$ cat src/rtl/sadd_pkg.sv
package sadd_pkg;

   // What a shift register feeds into its top bit while shifting right
   typedef enum logic [1:0] {
      FILL_ZERO   = 2'd0,
      FILL_RECIRC = 2'd1,
      FILL_EXTERN = 2'd2
   } fill_e;

   // Width of a down-counter that must hold the value n
   function automatic int unsigned cnt_bits(input int unsigned n);
      return (n < 2) ? 1 : $clog2(n + 1);
   endfunction

endpackage

$ cat src/rtl/sadd_shreg.sv
module sadd_shreg #(
   parameter int unsigned     WIDTH = 8,
   parameter sadd_pkg::fill_e FILL  = sadd_pkg::FILL_ZERO
) (
   input  logic             clk,
   input  logic             clr,
   input  logic             load,
   input  logic [WIDTH-1:0] load_val,
   input  logic             shift,
   input  logic             ser_in,
   output logic [WIDTH-1:0] q,
   output logic             ser_out
);

   logic [WIDTH-1:0] q_r;
   logic             fill_bit;

   if (WIDTH < 1) begin : g_bad_width
      $error("sadd_shreg: WIDTH must be at least 1");
   end

   if (FILL == sadd_pkg::FILL_EXTERN) begin : g_fill_ext
      assign fill_bit = ser_in;
   end else if (FILL == sadd_pkg::FILL_RECIRC) begin : g_fill_rec
      logic unused_ser;
      assign unused_ser = ser_in;
      assign fill_bit   = q_r[0];
   end else begin : g_fill_zero
      logic unused_ser;
      assign unused_ser = ser_in;
      assign fill_bit   = 1'b0;
   end

   if (WIDTH == 1) begin : g_one
      always_ff @(posedge clk) begin
         if (clr)        q_r <= '0;
         else if (load)  q_r <= load_val;
         else if (shift) q_r <= fill_bit;
      end
   end else begin : g_many
      always_ff @(posedge clk) begin
         if (clr)        q_r <= '0;
         else if (load)  q_r <= load_val;
         else if (shift) q_r <= {fill_bit, q_r[WIDTH-1:1]};
      end
   end

   assign q       = q_r;
   assign ser_out = q_r[0];

endmodule

$ cat src/rtl/sadd_slice.sv
module sadd_slice (
   input  logic clk,
   input  logic clr,
   input  logic load,
   input  logic step,
   input  logic x,
   input  logic y,
   output logic sum,
   output logic carry
);

   logic c_q;
   logic j_in;
   logic k_in;

   // Set when both bits are 1, reset when both are 0
   assign j_in = x & y;
   assign k_in = ~x & ~y;
   assign sum  = x ^ y ^ c_q;

   always_ff @(posedge clk) begin
      if (clr || load) begin
         c_q <= 1'b0;
      end else if (step) begin
         unique case ({j_in, k_in})
            2'b10:   c_q <= 1'b1;
            2'b01:   c_q <= 1'b0;
            2'b11:   c_q <= ~c_q;
            default: c_q <= c_q;
         endcase
      end
   end

   assign carry = c_q;

endmodule

$ cat src/rtl/sadd_seq.sv
module sadd_seq #(
   parameter int unsigned WIDTH = 8,
   localparam int unsigned CW   = sadd_pkg::cnt_bits(WIDTH)
) (
   input  logic clk,
   input  logic clr,
   input  logic start,
   input  logic shift_en,
   output logic step,
   output logic busy,
   output logic done
);

   localparam logic [CW-1:0] FULL = CW'(WIDTH);
   localparam logic [CW-1:0] LAST = CW'(1);

   logic [CW-1:0] left_q;
   logic          busy_q;
   logic          done_q;

   assign step = busy_q & shift_en & ~start & ~clr;

   always_ff @(posedge clk) begin
      if (clr) begin
         left_q <= '0;
         busy_q <= 1'b0;
         done_q <= 1'b0;
      end else if (start) begin
         left_q <= FULL;
         busy_q <= 1'b1;
         done_q <= 1'b0;
      end else if (step) begin
         left_q <= left_q - LAST;
         busy_q <= (left_q != LAST);
         done_q <= (left_q == LAST);
      end else begin
         done_q <= 1'b0;
      end
   end

   assign busy = busy_q;
   assign done = done_q;

endmodule

$ cat src/rtl/serial_adder.sv
module serial_adder #(
   parameter int unsigned     WIDTH       = 8,
   parameter sadd_pkg::fill_e ADDEND_FILL = sadd_pkg::FILL_ZERO
) (
   input  logic             clk,
   input  logic             clr,
   input  logic             start,
   input  logic             shift_en,
   input  logic [WIDTH-1:0] a_in,
   input  logic [WIDTH-1:0] b_in,
   output logic             done,
   output logic [WIDTH-1:0] result,
   output logic             carry_out
);

   if (ADDEND_FILL == sadd_pkg::FILL_EXTERN) begin : g_bad_fill
      $error("serial_adder: addend register cannot take an external fill");
   end

   logic             step;
   logic             busy_w;
   logic             sum_bit;
   logic             aug_lsb;
   logic             add_lsb;
   logic [WIDTH-1:0] aug_q;
   logic [WIDTH-1:0] add_q;

   sadd_seq #(.WIDTH(WIDTH)) u_seq (
      .clk      (clk),
      .clr      (clr),
      .start    (start),
      .shift_en (shift_en),
      .step     (step),
      .busy     (busy_w),
      .done     (done)
   );

   sadd_shreg #(.WIDTH(WIDTH), .FILL(sadd_pkg::FILL_EXTERN)) u_aug (
      .clk      (clk),
      .clr      (clr),
      .load     (start),
      .load_val (a_in),
      .shift    (step),
      .ser_in   (sum_bit),
      .q        (aug_q),
      .ser_out  (aug_lsb)
   );

   sadd_shreg #(.WIDTH(WIDTH), .FILL(ADDEND_FILL)) u_add (
      .clk      (clk),
      .clr      (clr),
      .load     (start),
      .load_val (b_in),
      .shift    (step),
      .ser_in   (1'b0),
      .q        (add_q),
      .ser_out  (add_lsb)
   );

   sadd_slice u_fa (
      .clk   (clk),
      .clr   (clr),
      .load  (start),
      .step  (step),
      .x     (aug_lsb),
      .y     (add_lsb),
      .sum   (sum_bit),
      .carry (carry_out)
   );

   assign result = aug_q;

endmodule

$ cat config.mk
export PLATFORM = sky130hd
export DESIGN_NAME = serial_adder
export DESIGN_NICKNAME = d
export VERILOG_FILES = /design/src/rtl/sadd_pkg.sv /design/src/rtl/sadd_shreg.sv /design/src/rtl/sadd_slice.sv /design/src/rtl/sadd_seq.sv /design/src/rtl/serial_adder.sv
export SDC_FILE = /design/constraint.sdc
export NUM_CORES = 1
export LEC_CHECK = 0
export ABC_AREA = 0
export BUFFER_PORTS_ARGS = -buffer_cell sky130_fd_sc_hd__buf_2
export CORE_UTILIZATION = 30
export DETAILED_ROUTE_END_ITERATION = 7
export HOLD_SLACK_MARGIN = 0.08
export PLACE_DENSITY = 0.63
export SLEW_MARGIN = 40
export SYNTH_ARGS = -nofsm -noshare
export SYNTH_HDL_FRONTEND = slang
export SYNTH_HIERARCHICAL = 1
export SYNTH_SLANG_ARGS = --single-unit
$ cat constraint.sdc
create_clock -name clk -period 1.4 [get_ports clk]
set_input_delay 0.14 -clock clk [delete_from_list [all_inputs] [get_ports clk]]
set_output_delay 0.14 -clock clk [all_outputs]
set_load 0.02 [all_outputs]
Word-level counts from Yosys, hierarchy flattened. Cells that the tools add are included.

Output and inout bits: 10. Input bits: 20. Register bits: 23.

Add/subtract/negate cells: 1. Equality and inequality tests: 5. Bitwise operators: 13. Multiplexer cells: 9. Reductions and logical operators: 6.

Operators with widths (number): $mux 8 (4); $mux 4 (2); $not 1->1 (6); $and 1x1->1 (5); $eq 2x2->1 const B (2); $eq 4x1->1 const B (1); $ne 4x1->1 const B (1); $sub 4x1->4 const B (1); $pmux 1 s3 (1); $reduce_bool 3->1 (1); $reduce_or 3->1 (1); $eq 2x1->1 const B (1); $mux 1 (2); $reduce_and 2->1 (1); $reduce_bool 2->1 (1); $reduce_or 2->1 (1); $xor 1x1->1 (2); $logic_or 1x1->1 (1).

Longest topological paths before layout. Gate-level depths: netlist of run 1.

Word-level depth: 5. Gate-level depth with buffers: 5. Gate-level depth less buffers: 5.

Modules after synthesis. Netlist of run 1, hierarchy kept.

By module, submodules not included: sadd_shreg (area each 376.6 µm², cells an instance 36, sequential area each 160.2 µm², instances 2); sadd_seq (area each 262.8 µm², cells an instance 28, sequential area each 120.1 µm², instances 1); sadd_slice (area each 76.3 µm², cells an instance 9, sequential area each 20.0 µm², instances 1); serial_adder (area each 3.8 µm², cells an instance 1, sequential area each 0.0 µm², instances 1).

Worst setup path before layout of run 1. Ideal clock, no wire load.

Path type: reg-to-reg. From: register u_seq.busy_q, in the netlist u_seq/busy. To: register u_aug.q_r[0], in the netlist u_aug/q[0]. Arrival time: 1.283 ns. Cell stages (with the launch flop): 6. Clock period less this slack: 1.413 ns. Slack: -0.013 ns. Required time: 1.270 ns. Path through: dfxtp_1 > nand2_1 > nor3_1 > buf_6 > mux2i_1 > a211oi_1.

Word-level cells in the longest chain between the ends: 4.

Ends and longest elaborated chain: from (decl) (line sadd_seq.sv:18) `logic busy_q;`; from (signal assigned) (line sadd_seq.sv:34) `busy_q <= (left_q != LAST);`; $and 1x1->1 (3 in a row) (line sadd_seq.sv:21) `assign step = busy_q & shift_en & ~start & ~clr;`; via step (line serial_adder.sv:20) `logic step;`; $reduce_bool 2->1 (no line); to (signal assigned) (line sadd_shreg.sv:43) `else if (load) q_r <= load_val;`; to (signal assigned) (line sadd_shreg.sv:44) `else if (shift) q_r <= {fill_bit, q_r[WIDTH-1:1]};`; to (decl) (line sadd_shreg.sv:15) `logic [WIDTH-1:0] q_r;`.

The timed path passes the listed nets, and every way through them passes these cells. A chain may end at the register's enable or synchronous reset.

Final worst setup path of run 1.
From: register u_seq.left_q[0]. To: register u_seq.left_q[1].

Word-level cells in the longest chain between the ends: 1.

Ends and longest elaborated chain: from (decl) (line sadd_seq.sv:17) `logic [CW-1:0] left_q;`; from (signal assigned) (line sadd_seq.sv:33) `left_q <= left_q - LAST;`; $sub 4x1->4 (line sadd_seq.sv:33).

Every way passes these cells.

==> metrics.cfg, run 1 <==
[power]
internal_power_w=0.000907
p_sw_frac=0.267
total_power_w=0.00124
p_per_area_nw_per_um2=915
clkPwrFrac=0.245
peakVddDrop_uv=566
p_comb_frac=0.172
p_switching_w=0.000330
power_frac_seq=0.584
p_leak_nw=0.560

[sta]
max_freq_mhz=757
min_period_over_period=0.944
rsz0062_at_grt=no
maxSlewViolCount=0
finClkSkew_ns=0.00264
maxSlewHeadroom=0.801
period_minus_slack_ns=1.32
finalSetupTns_ns=0
hold_viol_final=0
tightest_slew_ns=0.298
setup_viol=0

[worst_setup_path]
critPathRequiredTime_ns=1.60
start_kind=flop
crit_type=flop to flop
worst_setup_path_end_kind=flop
crit_path_max_fanout=3
arrival_ns=1.53
cp_slowest_cell=dfxtp_2
slowest_delay_ns=0.36
crit_chain=inv_1 -> ha_1 -> and3_1 -> a2111oi_1

[global_route]
grt_max_degree=26
gr-total-overflow=0
antenna_found_initial=0
grt_pass1_wl_um=3730
grt_pass1_vias=845
grtUsageTotal=0.121

[clock_tree]
numCtsBuffers=3
cts_num_sinks=23
clockBufferDepth=2
clockRootBuffer=clkbuf_4
clock_latency_ns=0.31
path_clk_slew_ns=0.12
tritoncts=built
htreeDepth=1

[logic_synthesis]
syn_inst=108
synth_area_um2=1080
yosys_warnings=6
synth_area_per_cell_um2=10.0
syn_nets=131

[routing]
ant_nets=0
firstDrtPassIters=4
vias_per_cell=4.74
drc_errors=0
post_drt_wl_per_cell_um=12.3
num_vias=895
drt_iter0_drc=4
routed_wl_um=2330

[placed_design]
dp_hpwl_um=1720
io_buffers=29
gp_congestion=0.823

[cells_and_area]
multi_input_comb_area_um2=567
final_nets=167
area_growth_pct=24.6
seq_area_um2=464
fillCellCount=354
drive_gt1_frac=0.294
antenna_cells_inserted=0

[floorplan]
start_util=0.320
fp.dieW_um=62.1
core_um2=3390
die_h_um=62.1
fp.dieArea_um2=3860
num_io_pins=30
row_count=21

[outcome]
outcome=finished clean

[run]
maxCapViolCount=0

[hold_path]
hp-class=input port to flop

[power by group through the flow]
stage	Clock [W]	Sequential, W	Combinational (W)
after floorplan	0	0.000747	0.000113
after global placement	0	0.000733	0.000199
after detailed placement	0	0.000736	0.000206
after CTS	0.000320	0.000721	0.000210
after global routing	0.000356	0.000728	0.000232
final	0.000302	0.000722	0.000212
[worst max-delay path, delay by kind of cell, from the launching register on]
family	cells	cell delay [ns]
AND/OR/NAND/NOR	1	0.16
buffers and inverters	1	0.06
AO/OA/AOI/OAI	1	0.34
flip-flops	1	0.36
adder cells (fa/ha/maj)	1	0.29
[final timing paths]
| check | from | to | slack [ns] | cells past startpoint |
|---|---|---|---|---|
| max | u_seq/left_q[0]$_SDFFE_PP0P_ | u_seq/left_q[1]$_SDFFE_PP0P_ | 0.08 | 4 |
| min | b_in[3] | u_add/q[3]$_SDFFE_PP0P_ | 0.11 | 3 |
| max reg2reg | u_seq/left_q[0]$_SDFFE_PP0P_ | u_seq/left_q[1]$_SDFFE_PP0P_ | 0.08 | 4 |
| min reg2reg | u_seq/left_q[1]$_SDFFE_PP0P_ | u_seq/left_q[1]$_SDFFE_PP0P_ | 0.53 | 2 |
[layout make-up]
class	count	area share
multi-input combinational	73	0.419
sequential	23	0.344
timing repair buffer	36	0.156
tap	46	0.0426
clock buffer	4	0.0194
inverter	7	0.0194
[metal layers]
metal	GRT usage	vias up	share of wire
met3	0.0423	2	0.064
met2	0.217	32	0.49
li1	-	458	-
met4	0.0174	0	0.0026
met1	0.141	403	0.44
met5	0	-	0
[cell usage in the layout, fill, tap and decap left out, drive strengths merged]
master	instances
nor2b	16
xor2	2
a41oi	1
clkbuf	4
nand3	1
or3	2
nand2	2
dfxtp	23
mux2i	15
dlygate4sd3	2
ha	3
a31oi	1
nor2	2
xnor2	1
or3b	1
o21bai	1
a21oi	1
inv	7
nand3b	1
o21ai	1
buf	34
o211a	1
and3	2
a211oi	15
a2111oi	1
nor3	3
[per-stage QoR]
stage | util | hold WS (ns) | cell area [µm²] | setup WS, ns | std cells
5_1_grt | 0.399 | 0.0927 | 1350 | 0.00543 | 189
3_5_place_dp | 0.379 | 0.406 | 1290 | 0.0595 | 183
2_1_floorplan | - | 0.209 | 1090 | 0.134 | 108
3_3_place_gp | 0.379 | 0.396 | 1290 | 0.149 | 183
6_report | 0.399 | 0.110 | 1350 | 0.0785 | 189
4_1_cts | 0.390 | 0.0812 | 1320 | 0.0316 | 188
[timing repair]
action | 4_1_cts | 5_1_grt
endpoints found under the hold margin | 1 | 1
hold buffers | 1 | 1
setup buffers | 0 | 0
resized for setup | 0 | 7
setup endpoints to repair | 0 | 5
[state kept, by name, indices dropped and copies added, names as in the netlist]
| register | cells |
|---|---|
| u_seq/done | 1 |
| u_seq/busy | 1 |
| u_seq/left_q | 4 |
| u_fa/carry | 1 |
| u_aug/q | 8 |
| u_add/q | 8 |
Note: power is estimated with default switching activity, not from simulation.
==> run 2: changes to the inputs <==
HOLD_SLACK_MARGIN = 0.06   (was 0.08)
REMOVE_ABC_BUFFERS = 1   (was unset)
==> run 2 against run 1 <==
Clock power up 3%. Routed wire length up 0.90%. Clock-buffer cell count unchanged. Sequential cell count unchanged. Sequential share of layout area up 0.23 points. Worst setup slack worse by 0.0058 ns. First-iteration DRC count rose to 3.5 times the previous value. Critical path depth unchanged. Register-to-register slack about the same. Sequential power about the same.
==> metrics.cfg, run 2 (synthesized netlist as in run 1, its figures left out) <==
[routing]
vias_per_cell=4.67  ; was 4.74
firstDrtPassIters=4  ; unchanged
drt_iter0_drc=14  ; was 4
drc_errors=0  ; unchanged
num_vias=878  ; was 895
ant_nets=0  ; unchanged
routed_wl_um=2350  ; was 2330 µm
post_drt_wl_per_cell_um=12.5  ; was 12.3 µm

[cells_and_area]
area_growth_pct=23.4  ; was 24.6%
drive_gt1_frac=0.289  ; was 0.294
final_cells=188  ; was 189
final_nets=166  ; was 167
antenna_cells_inserted=0  ; unchanged
fillCellCount=345  ; was 354
final_common_cell=buf_2  ; unchanged
fin_area_um2=1340  ; was 1350 µm²
layout_common_cells=buf_2, dfxtp_1, nor2b_1  ; unchanged

[worst_setup_path]
critPathRequiredTime_ns=1.61  ; was 1.60 ns
r2r-start=u_seq/left_q[0]$_SDFFE_PP0P_  ; unchanged
arrival_ns=1.53  ; about the same
worst_setup_path_end_kind=flop  ; unchanged
crit_type=flop to flop  ; unchanged
reg2reg_depth=4  ; unchanged
r2r_end=u_seq/left_q[1]$_SDFFE_PP0P_  ; unchanged
start_kind=flop  ; unchanged
crit_path_max_fanout=3  ; unchanged
r2r_setup_slack_ns=0.07  ; was 0.08 ns

[clock_tree]
numCtsBuffers=3  ; unchanged
clock_latency_ns=0.31  ; about the same
clockRootBuffer=clkbuf_4  ; unchanged
post_cts_buffers=0  ; unchanged
cts_num_sinks=23  ; unchanged
tritoncts=built  ; unchanged
path_clk_slew_ns=0.13  ; was 0.12 ns
clockBufferDepth=2  ; unchanged
htreeDepth=1  ; unchanged

[sta]
min_period_over_period=0.948  ; was 0.944
max_freq_mhz=753  ; was 757 MHz
maxSlewHeadroom=0.778  ; was 0.801
tightest_slew_ns=0.324  ; was 0.298 ns
rsz0062_at_grt=no  ; unchanged
maxSlewViolCount=0  ; unchanged
period_minus_slack_ns=1.33  ; was 1.32 ns
whs_ns=0.0809  ; was 0.110 ns
setup_viol=0  ; unchanged
finalSetupTns_ns=0  ; unchanged
finClkSkew_ns=0.00929  ; was 0.00264 ns
hold_viol_final=0  ; unchanged

[hold_path]
holdPathEnd=u_seq/busy$_SDFFE_PP0P_  ; was u_add/q[3]$_SDFFE_PP0P_
hp-class=input port to flop  ; unchanged
holdPathStages=2  ; was 3
min_from=shift_en  ; was b_in[3]

[global_route]
grtUsageMet1=0.133  ; was 0.141
antenna_found_initial=0  ; unchanged
grtUsageMet3=0.0404  ; was 0.0423
grtUsageTotal=0.125  ; was 0.121
grt_max_degree=26  ; unchanged
grt_busiest_layer=met2  ; unchanged
use_met2=0.232  ; was 0.217
gr-total-overflow=0  ; unchanged
grt_pass1_wl_um=3860  ; was 3730 µm
grt_pass1_vias=900  ; was 845

[placed_design]
gp_congestion=0.775  ; was 0.823
dp_hpwl_um=1700  ; was 1720 µm
dpl_cell_area_um2=1290  ; unchanged
io_buffers=29  ; unchanged
place_inst=183  ; unchanged

[floorplan]
core_um2=3390  ; unchanged
fp.dieW_um=62.1  ; unchanged
die_h_um=62.1  ; unchanged
start_util=0.320  ; unchanged
fp.dieArea_um2=3860  ; unchanged
row_count=21  ; unchanged
num_io_pins=30  ; unchanged

[outcome]
outcome=finished clean  ; unchanged

[run]
maxCapViolCount=0  ; unchanged

[power]
p_per_area_nw_per_um2=929  ; was 915 nW/µm²
total_power_w=0.00124  ; about the same
peakVddDrop_uv=693  ; was 566 µV
p_leak_nw=0.555  ; was 0.560 nW

==> run 2: changes by cell type in the layout (fill, tap and decap cells not counted), sizes merged <==
cell         previous run  this run
dlygate4sd3             2         1
==> run 2: how the worst max path moves through the flow <==
stage / start / to / slack, ns
after floorplan: u_seq/busy$_SDFFE_PP0P_ / u_add/q[0]$_SDFFE_PP0P_ / -1.23
after global placement: u_seq/left_q[0]$_SDFFE_PP0P_ / u_seq/left_q[1]$_SDFFE_PP0P_ / 0.13
after detailed placement: u_seq/left_q[0]$_SDFFE_PP0P_ / u_seq/left_q[1]$_SDFFE_PP0P_ / 0.05
after CTS: u_seq/left_q[0]$_SDFFE_PP0P_ / u_seq/left_q[1]$_SDFFE_PP0P_ / 0.02
after global routing: u_seq/busy$_SDFFE_PP0P_ / u_aug/q[7]$_SDFFE_PP0P_ / 0.003
final: u_seq/left_q[0]$_SDFFE_PP0P_ / u_seq/left_q[1]$_SDFFE_PP0P_ / 0.07
==> run 2: final cells by class <==
type,count,area [µm²],share of cell area
Clock buffer,4,26.3,0.0196
Tap cell,46,57.6,0.0430
Timing Repair Buffer,35,200,0.150
Multi-Input combinational cell,73,566,0.422
Inverter,7,26.3,0.0196
Sequential cell,23,463,0.346
==> run 2: power breakdown <==
| group | switching [W] | internal, W |
|---|---|---|
| Sequential | 0.0000268 | 0.000695 |
| Combinational | 0.000113 | 0.0000976 |
| Clock | 0.000199 | 0.000111 |
==> run 2: what timing repair did <==
item,CTS,global route
gates resized for setup,0,5
endpoints found under the setup margin,0,14
endpoints found under the hold margin,1,0
hold buffers,1,0
==> run 2: routing by layer <==
| layer | share of wire | routed length [µm] |
|---|---|---|
| met4 | 0.0081 | 19 |
| met1 | 0.45 | 1070 |
| met2 | 0.49 | 1160 |
| met3 | 0.043 | 101 |
| met5 | 0 | 0 |
==> run 2: stage by stage <==
step	utilization	setup WS (ns)
detailed placement	0.379	0.0502
floorplan	-	-1.23
global route	0.395	0.00321
finish	0.395	0.0727
CTS	0.390	0.0218
global placement	0.379	0.132
==> run 2: critical path, cell delays in order (launching register included) <==
cell	delay [ns]
dfxtp_2	0.36
inv_1	0.07
ha_1	0.29
and3_1	0.16
a2111oi_0	0.35
==> run 3: changes to the inputs <==
--- a/config.mk
+++ b/config.mk
@@ -7,5 +7,5 @@
 export LEC_CHECK = 0
 export ABC_AREA = 0
-export BUFFER_PORTS_ARGS = -buffer_cell sky130_fd_sc_hd__buf_2
+export BUFFER_PORTS_ARGS = -buffer_cell sky130_fd_sc_hd__buf_4
 export CORE_UTILIZATION = 30
 export DETAILED_ROUTE_END_ITERATION = 7
==> constraint.sdc (replaced) <==
create_clock -name clk -period 1.4 [get_ports clk]
set_input_delay 0.14 -clock clk [delete_from_list [all_inputs] [get_ports clk]]
set_output_delay 0.14 -clock clk [all_outputs]
set_load 0.01 [all_outputs]
==> run 3 against run 2 <==
Power rose by 0.16%. Register-to-register slack barely moved. Critical endpoint unchanged. Highest routed layer unchanged. Sequential power barely moved. Sequential share of layout area fell by 1.7 points. Final area rose by 5.1%. Routed wire length fell by 4.8%. Die area did not move. Non-clock buffer count fell by 1. Clock power fell by 2%. Via count fell by 0.68%. Combinational power rose by 4%.
==> metrics.cfg, run 3 (synthesized netlist as in run 1, its figures left out) <==
[outcome]
outcome=finished clean  ; unchanged

[cells_and_area]
final_common_cell=buf_4  ; was buf_2
final_util=0.415  ; was 0.395
fin_area_um2=1410  ; was 1340 µm²
final_nets=165  ; was 166
drive_gt1_frac=0.298  ; was 0.289
area_growth_pct=29.8  ; was 23.4%
antenna_cells_inserted=0  ; unchanged
layout_common_cells=buf_4, dfxtp_1, nor2b_1  ; was buf_2, dfxtp_1, nor2b_1

[clock_tree]
cts_num_sinks=23  ; unchanged
holdBufCountCts=0  ; was 1
path_clk_slew_ns=0.12  ; was 0.13 ns
cts_resized=0  ; unchanged
clockRootBuffer=clkbuf_4  ; unchanged
tritoncts=built  ; unchanged
htreeDepth=1  ; unchanged
post_cts_buffers=0  ; unchanged
clock_latency_ns=0.30  ; was 0.31 ns
clockBufferDepth=2  ; unchanged
numCtsBuffers=3  ; unchanged

[run]
maxCapViolCount=0  ; unchanged

[placed_design]
pre_cts_ws_ns=0.0296  ; was 0.0502 ns
dpl_cell_area_um2=1360  ; was 1290 µm²
dp_hpwl_um=1630  ; was 1700 µm
io_buffers=29  ; unchanged
gp_congestion=0.797  ; was 0.775

[worst_setup_path]
crit_path_max_fanout=3  ; unchanged
r2r-start=u_seq/left_q[0]$_SDFFE_PP0P_  ; unchanged
reg2reg_depth=4  ; unchanged
r2r_setup_slack_ns=0.07  ; about the same
slowest_delay_ns=0.36  ; about the same
crit_chain=inv_1 -> ha_1 -> and3_1 -> a2111oi_1  ; was inv_1 -> ha_1 -> and3_1 -> a2111oi_0
critPathRequiredTime_ns=1.59  ; was 1.61 ns
worst_setup_path_end_kind=flop  ; unchanged
r2r_end=u_seq/left_q[1]$_SDFFE_PP0P_  ; unchanged
critPathLaunch=u_seq/left_q[0]$_SDFFE_PP0P_  ; unchanged
crit_family=flip-flops  ; unchanged
crit_type=flop to flop  ; unchanged
cp_slowest_cell=dfxtp_2  ; unchanged
arrival_ns=1.52  ; was 1.53 ns
worst-path-buf-inv=1  ; unchanged
start_kind=flop  ; unchanged

[routing]
drt_iter0_drc=34  ; was 14
routed_wl_um=2240  ; was 2350 µm
drc_errors=0  ; unchanged
ant_nets=0  ; unchanged
post_drt_wl_per_cell_um=12.0  ; was 12.5 µm
firstDrtPassIters=4  ; unchanged
vias_per_cell=4.66  ; was 4.67
num_vias=872  ; was 878

[floorplan]
start_util=0.320  ; unchanged
core_um2=3390  ; unchanged
die_h_um=62.1  ; unchanged
row_count=21  ; unchanged
num_io_pins=30  ; unchanged
fp.dieArea_um2=3860  ; unchanged
fp.dieW_um=62.1  ; unchanged

[global_route]
grt_pass1_vias=900  ; unchanged
grt_busiest_layer=met2  ; unchanged
grtUsageMet1=0.144  ; was 0.133
use_met2=0.210  ; was 0.232
antenna_found_initial=0  ; unchanged
grtUsageTotal=0.120  ; was 0.125
grt_max_degree=26  ; unchanged
grtUsageMet3=0.0202  ; was 0.0404
gr-total-overflow=0  ; unchanged
grt_pass1_wl_um=3780  ; was 3860 µm

[sta]
maxSlewHeadroom=0.788  ; was 0.778
max_freq_mhz=753  ; about the same
setup_viol=0  ; unchanged
tightest_slew_ns=0.317  ; was 0.324 ns
finClkSkew_ns=0.00911  ; was 0.00929 ns
period_minus_slack_ns=1.33  ; about the same
fin_ws_ns=0.0720  ; was 0.0727 ns
rsz0062_at_grt=no  ; unchanged
hold_viol_final=0  ; unchanged
min_period_over_period=0.949  ; was 0.948
maxSlewViolCount=0  ; unchanged
finalSetupTns_ns=0  ; unchanged

[power]
peakVddDrop_uv=360  ; was 693 µV
p_per_area_nw_per_um2=885  ; was 929 nW/µm²
p_leak_nw=0.571  ; was 0.555 nW

[hold_path]
hp-class=input port to flop  ; unchanged
min_from=shift_en  ; unchanged
holdPathStages=2  ; unchanged
holdPathEnd=u_seq/busy$_SDFFE_PP0P_  ; unchanged

-- run 3: cell count changes in the layout (fill, tap and decap cells not counted), sizes merged --
cell	delta
dlygate4sd3	-1
-- run 3: routing by layer --
layer  wire length (µm)  vias to the layer above
met1               1050                      394
li1                   -                      452
met4                 28                        0
met3                 91                        4
met5                  0                        -
met2               1070                       22
-- run 3: worst max-delay path by stage --
stage | endpoint | slack (ns) | cells past startpoint
global placement | u_seq/left_q[1]$_SDFFE_PP0P_ | 0.12 | 4
finish | u_seq/left_q[1]$_SDFFE_PP0P_ | 0.07 | 4
detailed placement | u_seq/left_q[1]$_SDFFE_PP0P_ | 0.03 | 4
CTS | u_seq/left_q[1]$_SDFFE_PP0P_ | 0.002 | 4
floorplan | u_add/q[0]$_SDFFE_PP0P_ | -1.23 | 4
global route | u_aug/q[4]$_SDFFE_PP0P_ | 0.006 | 5
-- run 3: cell type report --
cell class,count,area [µm²]
Fill cell,334,1980
Sequential cell,23,463
Tap cell,46,57.6
Multi-Input combinational cell,73,572
Timing Repair Buffer,34,263
Clock buffer,4,26.3
Inverter,7,26.3
-- run 3: report_power, final --
part	switching [W]	internal (W)
logic	0.000101	0.000120
registers	0.0000262	0.000695
clock network	0.000193	0.000111
total	0.000319	0.000926
-- run 3: stage by stage --
stage	total power, W	cells	hold slack, ns
floorplan	0.000835	103	0.209
global placement	0.000946	183	0.397
detailed placement	0.000951	183	0.402
CTS	0.00126	187	0.0688
global route	0.00132	187	0.0612
finish	0.00125	187	0.0706
